**src/rtl/pkt_link_pkg.sv**
```systemverilog
package pkt_link_pkg;
    localparam int NUM_SRC  = 4;
    localparam int PKT_BITS = 60;
    localparam int Q_DEPTH  = 4;

    // Source index order is also the service priority (lowest index first).
    typedef enum int {
        SRC_REGION = 0,
        SRC_CHAIN  = 1,
        SRC_LVL1   = 2,
        SRC_STATUS = 3
    } src_e;
endpackage

```
**src/rtl/pkt_src_fifo.sv**
```systemverilog
module pkt_src_fifo #(
    parameter int W     = 60,
    parameter int DEPTH = 4
) (
    input  logic         clk,
    input  logic         rst_n,
    input  logic         push,
    input  logic [W-1:0] din,
    input  logic         pop,
    output logic [W-1:0] dout,
    output logic         empty,
    output logic         full
);
    localparam int PW = (DEPTH > 1) ? $clog2(DEPTH) : 1;
    localparam int CW = $clog2(DEPTH + 1);

    typedef struct packed {
        logic [DEPTH-1:0][W-1:0] mem;
        logic [PW-1:0]           wr;
        logic [PW-1:0]           rd;
        logic [CW-1:0]           cnt;
    } st_t;

    st_t st_q, st_d;

    function automatic logic [PW-1:0] bump(input logic [PW-1:0] p);
        return (p == PW'(DEPTH - 1)) ? '0 : p + 1'b1;
    endfunction

    assign empty = (st_q.cnt == '0);
    assign full  = (st_q.cnt == CW'(DEPTH));
    assign dout  = st_q.mem[st_q.rd];

    always_comb begin
        logic do_push, do_pop;
        st_d    = st_q;
        do_push = push && !full;
        do_pop  = pop && !empty;
        if (do_push) begin
            st_d.mem[st_q.wr] = din;
            st_d.wr           = bump(st_q.wr);
        end
        if (do_pop) begin
            st_d.rd = bump(st_q.rd);
        end
        case ({do_push, do_pop})
            2'b10:   st_d.cnt = st_q.cnt + 1'b1;
            2'b01:   st_d.cnt = st_q.cnt - 1'b1;
            default: st_d.cnt = st_q.cnt;
        endcase
    end

    always_ff @(posedge clk) begin
        if (!rst_n) st_q <= '0;
        else        st_q <= st_d;
    end
endmodule

```
**src/rtl/pkt_prio_pick.sv**
```systemverilog
module pkt_prio_pick #(
    parameter int N = 4
) (
    input  logic [N-1:0] req,
    output logic [N-1:0] grant,
    output logic         any
);
    always_comb begin
        grant = '0;
        for (int i = N - 1; i >= 0; i--) begin
            if (req[i]) begin
                grant    = '0;
                grant[i] = 1'b1;
            end
        end
    end

    assign any = |req;
endmodule

```
**src/rtl/pkt_shifter.sv**
```systemverilog
module pkt_shifter #(
    parameter int   W        = 60,
    parameter logic IDLE_BIT = 1'b0,
    localparam int  CW       = $clog2(W)
) (
    input  logic          clk,
    input  logic          rst_n,
    input  logic          load,
    input  logic [W-1:0]  din,
    output logic          ser,
    output logic          busy,
    output logic          last,
    output logic [CW-1:0] bit_cnt
);
    typedef struct packed {
        logic [W-1:0]  sh;
        logic [CW-1:0] cnt;
        logic          busy;
    } st_t;

    st_t st_q, st_d;

    assign ser     = st_q.busy ? st_q.sh[W-1] : IDLE_BIT;
    assign busy    = st_q.busy;
    assign last    = st_q.busy && (st_q.cnt == '0);
    assign bit_cnt = st_q.cnt;

    always_comb begin
        st_d = st_q;
        if (load) begin
            st_d.sh   = din;
            st_d.cnt  = CW'(W - 1);
            st_d.busy = 1'b1;
        end else if (st_q.busy) begin
            st_d.sh = {st_q.sh[W-2:0], IDLE_BIT};
            if (st_q.cnt == '0) st_d.busy = 1'b0;
            else                st_d.cnt  = st_q.cnt - 1'b1;
        end
    end

    always_ff @(posedge clk) begin
        if (!rst_n) st_q <= '0;
        else        st_q <= st_d;
    end
endmodule

```
**src/rtl/pkt_link_arb.sv**
```systemverilog
module pkt_link_arb
    import pkt_link_pkg::*;
#(
    parameter int   NSRC     = NUM_SRC,
    parameter int   PKT_W    = PKT_BITS,
    parameter int   DEPTH    = Q_DEPTH,
    parameter logic IDLE_BIT = 1'b0
) (
    input  logic                        clk,
    input  logic                        rst_n,
    input  logic [NSRC-1:0]             push_i,
    input  logic [NSRC-1:0][PKT_W-1:0]  pkt_i,
    output logic [NSRC-1:0]             full_o,
    output logic                        ser_o,
    output logic                        frame_o
);
    localparam int CW = $clog2(PKT_W);

    logic [NSRC-1:0][PKT_W-1:0] fifo_dout;
    logic [NSRC-1:0]            fifo_empty;
    logic [NSRC-1:0]            grant;
    logic [NSRC-1:0]            pop;
    logic                       any_wait;
    logic                       sh_busy, sh_last, load;
    logic [CW-1:0]              bit_cnt;
    logic [PKT_W-1:0]           load_word;

    for (genvar g = 0; g < NSRC; g++) begin : g_q
        pkt_src_fifo #(.W(PKT_W), .DEPTH(DEPTH)) u_q (
            .clk   (clk),
            .rst_n (rst_n),
            .push  (push_i[g]),
            .din   (pkt_i[g]),
            .pop   (pop[g]),
            .dout  (fifo_dout[g]),
            .empty (fifo_empty[g]),
            .full  (full_o[g])
        );
    end

    pkt_prio_pick #(.N(NSRC)) u_pick (
        .req   (~fifo_empty),
        .grant (grant),
        .any   (any_wait)
    );

    // A new packet may start when the line is free or on the last bit.
    assign load = any_wait && (!sh_busy || sh_last);
    assign pop  = load ? grant : '0;

    always_comb begin
        load_word = '0;
        for (int i = 0; i < NSRC; i++) begin
            if (grant[i]) load_word = load_word | fifo_dout[i];
        end
    end

    pkt_shifter #(.W(PKT_W), .IDLE_BIT(IDLE_BIT)) u_sh (
        .clk     (clk),
        .rst_n   (rst_n),
        .load    (load),
        .din     (load_word),
        .ser     (ser_o),
        .busy    (sh_busy),
        .last    (sh_last),
        .bit_cnt (bit_cnt)
    );

    assign frame_o = sh_busy;
endmodule

```
**config.mk**
```make
export PLATFORM = sky130hd
export DESIGN_NAME = pkt_link_arb
export DESIGN_NICKNAME = d
export VERILOG_FILES = /design/src/rtl/pkt_link_pkg.sv /design/src/rtl/pkt_src_fifo.sv /design/src/rtl/pkt_prio_pick.sv /design/src/rtl/pkt_shifter.sv /design/src/rtl/pkt_link_arb.sv
export SDC_FILE = /design/constraint.sdc
export NUM_CORES = 2
export LEC_CHECK = 0
export BUFFER_PORTS_ARGS = -buffer_cell sky130_fd_sc_hd__buf_2
export CORE_ASPECT_RATIO = 1.2
export CORE_UTILIZATION = 65
export DETAILED_ROUTE_END_ITERATION = 8
export GPL_ROUTABILITY_DRIVEN = 1
export PLACE_DENSITY = 0.83
export REMOVE_ABC_BUFFERS = 1
export SKIP_LAST_GASP = 1
export SYNTH_ARGS = -nofsm -noshare
export SYNTH_HDL_FRONTEND = slang
export SYNTH_HIERARCHICAL = 1
export SYNTH_SLANG_ARGS = --single-unit
```
**constraint.sdc**
```tcl
create_clock -name clk -period 5.2 [get_ports clk]
set_input_delay 0.26 -clock clk [delete_from_list [all_inputs] [get_ports clk]]
set_output_delay 0.26 -clock clk [all_outputs]
set_load 0.005 [all_outputs]
```
## Word level (Yosys, flattened, before mapping)

Index checks and enable logic that the tools add are counted.

- Register bits after elaboration: 1055
- Input bits: 246
- Bits in writable memories: 0
- Memories kept: 0
- Bits in latches: 0
- Output and inout port bits: 6
- ROM bits: 0
- Word-level logic and storage cells: 172

- Reduce and logical (&&, ||, !) cells: 38
- Order comparisons: 12
- Shifts and indexed selects: 0
- Muxes and demuxes: 46
- Bitwise logic cells: 6
- Divide/modulo/power cells: 0
- Multiply operators: 0
- Eq/ne operators: 21
- $add $sub $neg: 17

Operators with widths:

| kind | number |
|---|---|
| 240-bit bitwise mux | 4 |
| 60-bit two-way mux | 12 |
| 60-bit binary-select mux with 2-bit select | 4 |
| 60-bit demux with 2-bit select | 4 |
| 60-bit OR | 3 |
| 67-bit two-way mux | 2 |
| 2-bit == test, second input constant | 12 |
| 2-bit by 3-bit < comparator with 1-bit output, second input constant | 8 |
| 3-bit case mux with 2 select lines | 4 |
| 4-bit two-way mux | 5 |
| 2-bit by 1-bit adder with 2-bit output, second input constant | 8 |
| 2-bit two-way mux | 8 |
| 1-bit logical AND | 14 |
| 3-bit by 1-bit adder with 3-bit output, second input constant | 4 |
| 3-bit == test, second input constant | 4 |
| 3-bit zero test | 4 |
| 3-bit by 1-bit subtractor with 3-bit output, second input constant | 4 |
| 2-bit nonzero test | 5 |
| 1-bit zero test | 9 |
| 2-bit by 1-bit == test with 1-bit output, second input constant | 4 |
| 2-bit by 1-bit greater-or-equal comparator with 1-bit output, second input constant | 4 |
| 6-bit zero test | 1 |
| 6-bit two-way mux | 1 |
| 6-bit by 1-bit subtractor with 6-bit output, second input constant | 1 |
| other kinds (8) | 11 |

## Longest topological paths before layout

- Word-level depth: 14
- Gate-level depth with buffers: 14
- Mapped depth without buffers: 14

## Cells and area by module

Netlist, hierarchy kept.

Modules (own cells, without submodules):

| module | area an instance (um2) | times used | sequential area each (um2) | cells an instance |
|---|---|---|---|---|
| pkt_src_fifo | 10644.0 | 4 | 4944.7 | 971 |
| pkt_shifter | 3208.1 | 1 | 1341.3 | 321 |
| pkt_link_arb | 1799.2 | 1 | 0.0 | 218 |
| pkt_prio_pick | 40.0 | 1 | 0.0 | 5 |

## Least setup slack after synthesis

OpenSTA, ideal clock, no wires.

- Kind: register -> register
- Start point: reg g_q[0].u_q/st_q[0] (netlist name)
- End point: reg g_q[3].u_q/st_q[2] (netlist name)
- Setup time: 0.076 ns
- Cell stages (with the launch flop): 15
- Arrival time: 2.726 ns
- Slack: 2.398 ns
- Path buffers: 2
- Required time: 5.124 ns
- Clock period less this slack: 2.802 ns
- Path through: dfxtp_1 nor3_1 inv_1 nor4b_1 buf_6 buf_6 and3_1 o31ai_1 inv_1 ha_1 inv_1 fa_1 xor2_1 or3_1 a21boi_0

- Elaborated cells between the ends (all ways): 11
- Those cells by class: 2 x eq/ne; 3 x mux; 1 x bitwise; 5 x reduce/logical

RTL lines:

| what | line | text |
|---|---|---|
| start, declared | pkt_src_fifo.sv:24 | `st_t st_q, st_d;` |
| start signal, assigned | pkt_src_fifo.sv:55 | `else st_q <= st_d;` |
| 3-bit zero test * | pkt_src_fifo.sv:30 | `assign empty = (st_q.cnt == '0);` |
| net fifo_empty[0] | pkt_link_arb.sv:20 | `logic [NSRC-1:0] fifo_empty;` |
| 4-bit inverter * | pkt_link_arb.sv:42 | `.req (~fifo_empty),` |
| 4-bit two-way mux * | pkt_prio_pick.sv:11 | `if (req[i]) begin` |
| net grant[3] | pkt_link_arb.sv:21 | `logic [NSRC-1:0] grant;` |
| 4-bit two-way mux * | pkt_link_arb.sv:49 | `assign pop = load ? grant : '0;` |
| net pop[3] | pkt_link_arb.sv:22 | `logic [NSRC-1:0] pop;` |
| 1-bit logical AND * | pkt_src_fifo.sv:38 | `do_pop = pop && !empty;` |
| 2-bit by 1-bit == test with 1-bit output / 2-bit == test (equally long branches) | pkt_src_fifo.sv:46 | `case ({do_push, do_pop})` |
| 3-bit case mux with 2 select lines / 2-bit nonzero test (equally long branches) | -- |  |
| end signal, assigned | pkt_src_fifo.sv:55 |  |
| end, declared | pkt_src_fifo.sv:24 |  |

The timed path passes the listed nets; every way through them passes the cells marked *.
A chain may end at the register's enable or synchronous reset.

## Final worst setup path

- Start point: reg g_q[0].u_q/st_q[2] (netlist name)
- End point: reg g_q[1].u_q/st_q[2] (netlist name)

- Elaborated cells between the ends (all ways): 11
- Those cells by class: 2 x eq/ne; 3 x mux; 1 x bitwise; 5 x reduce/logical

RTL lines:

| what | line |
|---|---|
| 3-bit zero test * | pkt_src_fifo.sv:30 |
| net fifo_empty[0] | pkt_link_arb.sv:20 |
| 4-bit inverter * | pkt_link_arb.sv:42 |
| 4-bit two-way mux * | pkt_prio_pick.sv:11 |
| net grant[1] | pkt_link_arb.sv:21 |
| 4-bit two-way mux * | pkt_link_arb.sv:49 |
| net pop[1] | pkt_link_arb.sv:22 |
| 1-bit logical AND * | pkt_src_fifo.sv:38 |
| 2-bit by 1-bit == test with 1-bit output / 2-bit == test (equally long branches) | pkt_src_fifo.sv:46 |
| 3-bit case mux with 2 select lines / 2-bit nonzero test (equally long branches) | -- |
| end signal, assigned | pkt_src_fifo.sv:55 |
| end, declared | pkt_src_fifo.sv:24 |

Marks and branches as above.

==> flow_summary.toml <==
[route]
vias_per_cell = 6.17
wire_per_inst_um = 22.8
wl_mm = 130
drc = 0
drtIter0Drc = 3053
firstDrtPassIters = 6
antenna_left = 0
vias = 35189

[global_routing]
gr-total-overflow = 0
grt_max_degree = 166
grt_pass1_wl_mm = 201
grt_pass1_vias = 36287
antenna_found_initial = 3
grt_usage_pct = 34.4

[finish]
multiInputGateArea_sq_um = 23900
final_common_cell = "nand2_1"
num-fill-cells = 4677
stdcell_count = 5699
final_cell_mix = "nand2_1, dfxtp_1, mux2i_1"
nets = 4956
seqCellArea_sq_um = 21200
design_area_sq_um = 53700
syn_to_final_growth_pct = 12.8
drive_above_1_share_pct = 16.7

[clocking]
cts_tree = "yes"
cts.path.max_buffers = 3
path_clk_slew_ns = 0.07
cts_sinks = 1055
cts_setup_buffers = 0
htreeDepth = 3
cts-root-buf = "clkbuf_16"
worst_skew_pair.late_latency_ns = 0.67
cts_buffers = 101

[critical_path]
cp-start-kind = "flip-flop"
cp.arrival_ns = 4.22
criticalPathCategory = "flip-flop to flip-flop"
cp-end-kind = "flip-flop"
critPathMaxFanout = 28
cp-startpoint = "g_q[0].u_q/st_q[2]$_SDFFE_PN0P_"
r2r_slack_ns = 1.56
r2r-start = "g_q[0].u_q/st_q[2]$_SDFFE_PN0P_"
critPathRequiredTime_ns = 5.79
r2r_end = "g_q[1].u_q/st_q[2]$_SDFFE_PN0P_"
endpoint = "g_q[1].u_q/st_q[2]$_SDFFE_PN0P_"
reg2regPathDepth = 12

[logic_synthesis]
syn_avg_cell_area_sq_um = 10.8
yosys_warnings = 6
synth_cells = 4422
synth_area_sq_um = 47600

[timing]
finClkSkew_ns = 0.0199
min_period_ns = 3.64
rsz0062_at_grt = "no"
tightest_slew_ns = 1.23
fmax_mhz = 275
slew_viol_final = 0
final_hold_viol_count = 4
finalCritPeriodShare_pct = 69.9
slew_headroom_pct = 18.0
hold_slack_ns = -0.00482
setup_viol = 0
worst_slack_ns = 1.56

[pwr]
vdd_drop_max_mv = 0.464
power.density_nw_per_um2 = 415
finalPower_mw = 22.3
p_leak_nw = 20.2

[die]
num_rows = 108
core_sq_um = 72400
start_util_pct = 65.7
num_io_pins = 252
dieArea_sq_um = 74300
chipWidth_um = 249
die_h_um = 298

[placement]
hpwl_mm = 77.6
dpl.cell_count = 5292
post-place-ws_ns = 1.76
place_area_sq_um = 48100
gp_congestion = 0.810
numPortBuffers = 251

[min_path]
hold_path_depth = 3
hp-class = "input port to flip-flop"

[run_status]
violations = "negative hold slack"
status = "complete, but fails checks"

[flow_run]
drv_cap = 0
## critical path, cell delays in order (launching register included)
cell and delay [ns]:
dfxtp_1 0.35, nor3_1 0.30, inv_2 0.31, and2b_2 0.83
and3_1 0.27, o31ai_1 0.14, inv_1 0.10, ha_1 0.19
inv_1 0.07, fa_1 0.38, xor2_1 0.16, or3_1 0.30
a21boi_0 0.17
## state kept, by name, indices dropped and copies added (netlist names)
register      cells
g_q.u_q/st_q    988
u_sh/st_q        60
u_sh/bit_cnt      6
u_sh/busy         1
## worst min-delay path by stage
stage / slack (ns) / endpoint / from
5_1_grt: 0.01 / g_q[2].u_q/st_q[129]$_SDFFE_PN0P_ / pkt_i[122]
6_report: -0.005 / g_q[2].u_q/st_q[189]$_SDFFE_PN0P_ / pkt_i[122]
4_1_cts: 0.0005 / g_q[3].u_q/st_q[110]$_SDFFE_PN0P_ / pkt_i[223]
2_1_floorplan: 0.38 / u_sh/busy$_SDFF_PN0_ / rst_n
3_5_place_dp: 0.44 / g_q[2].u_q/st_q[25]$_SDFFE_PN0P_ / g_q[2].u_q/st_q[25]$_SDFFE_PN0P_
3_3_place_gp: 0.44 / g_q[3].u_q/st_q[169]$_SDFFE_PN0P_ / g_q[3].u_q/st_q[169]$_SDFFE_PN0P_
## routing by layer
| layer | share of wire, % | wire length (um) | up-vias | track usage (%) |
|---|---|---|---|---|
| li1 | - | - | 15861 | - |
| met1 | 39 | 50800 | 17495 | 42.2 |
| met2 | 50 | 64700 | 1498 | 59.5 |
| met3 | 6.6 | 8550 | 335 | 4.26 |
| met4 | 4.7 | 6120 | 0 | 18.0 |
| met5 | 0 | 0 | - | 0 |
## report_power, final
part | internal, mW | switching [mW]
Combinational | 2.15 | 3.21
Clock | 4.30 | 3.19
Sequential | 8.75 | 0.678
Total | 15.2 | 7.08
## stage by stage
step	TNS (ns)	utilization, %
global placement	0	66.4
finish	0	74.1
floorplan	-333.43	-
CTS	0	74.1
global route	0	74.1
detailed placement	0	66.4
## cell type report
class	instances	area share [%]
timing repair buffer	525	7.42
tap	935	2.18
antenna	3	0.0140
sequential	1055	39.4
clock inverter	32	0.650
inverter	40	0.284
multi-input combinational	2957	44.4
clock buffer	152	5.61
## timing repair
action / CTS / global route
resized for setup: 0 / 0
hold buffers: 220 / 0
hold endpoints to repair: 828 / 0
endpoints found under the setup margin: 0 / 0
No activity file was read; power rests on OpenSTA's default activity.
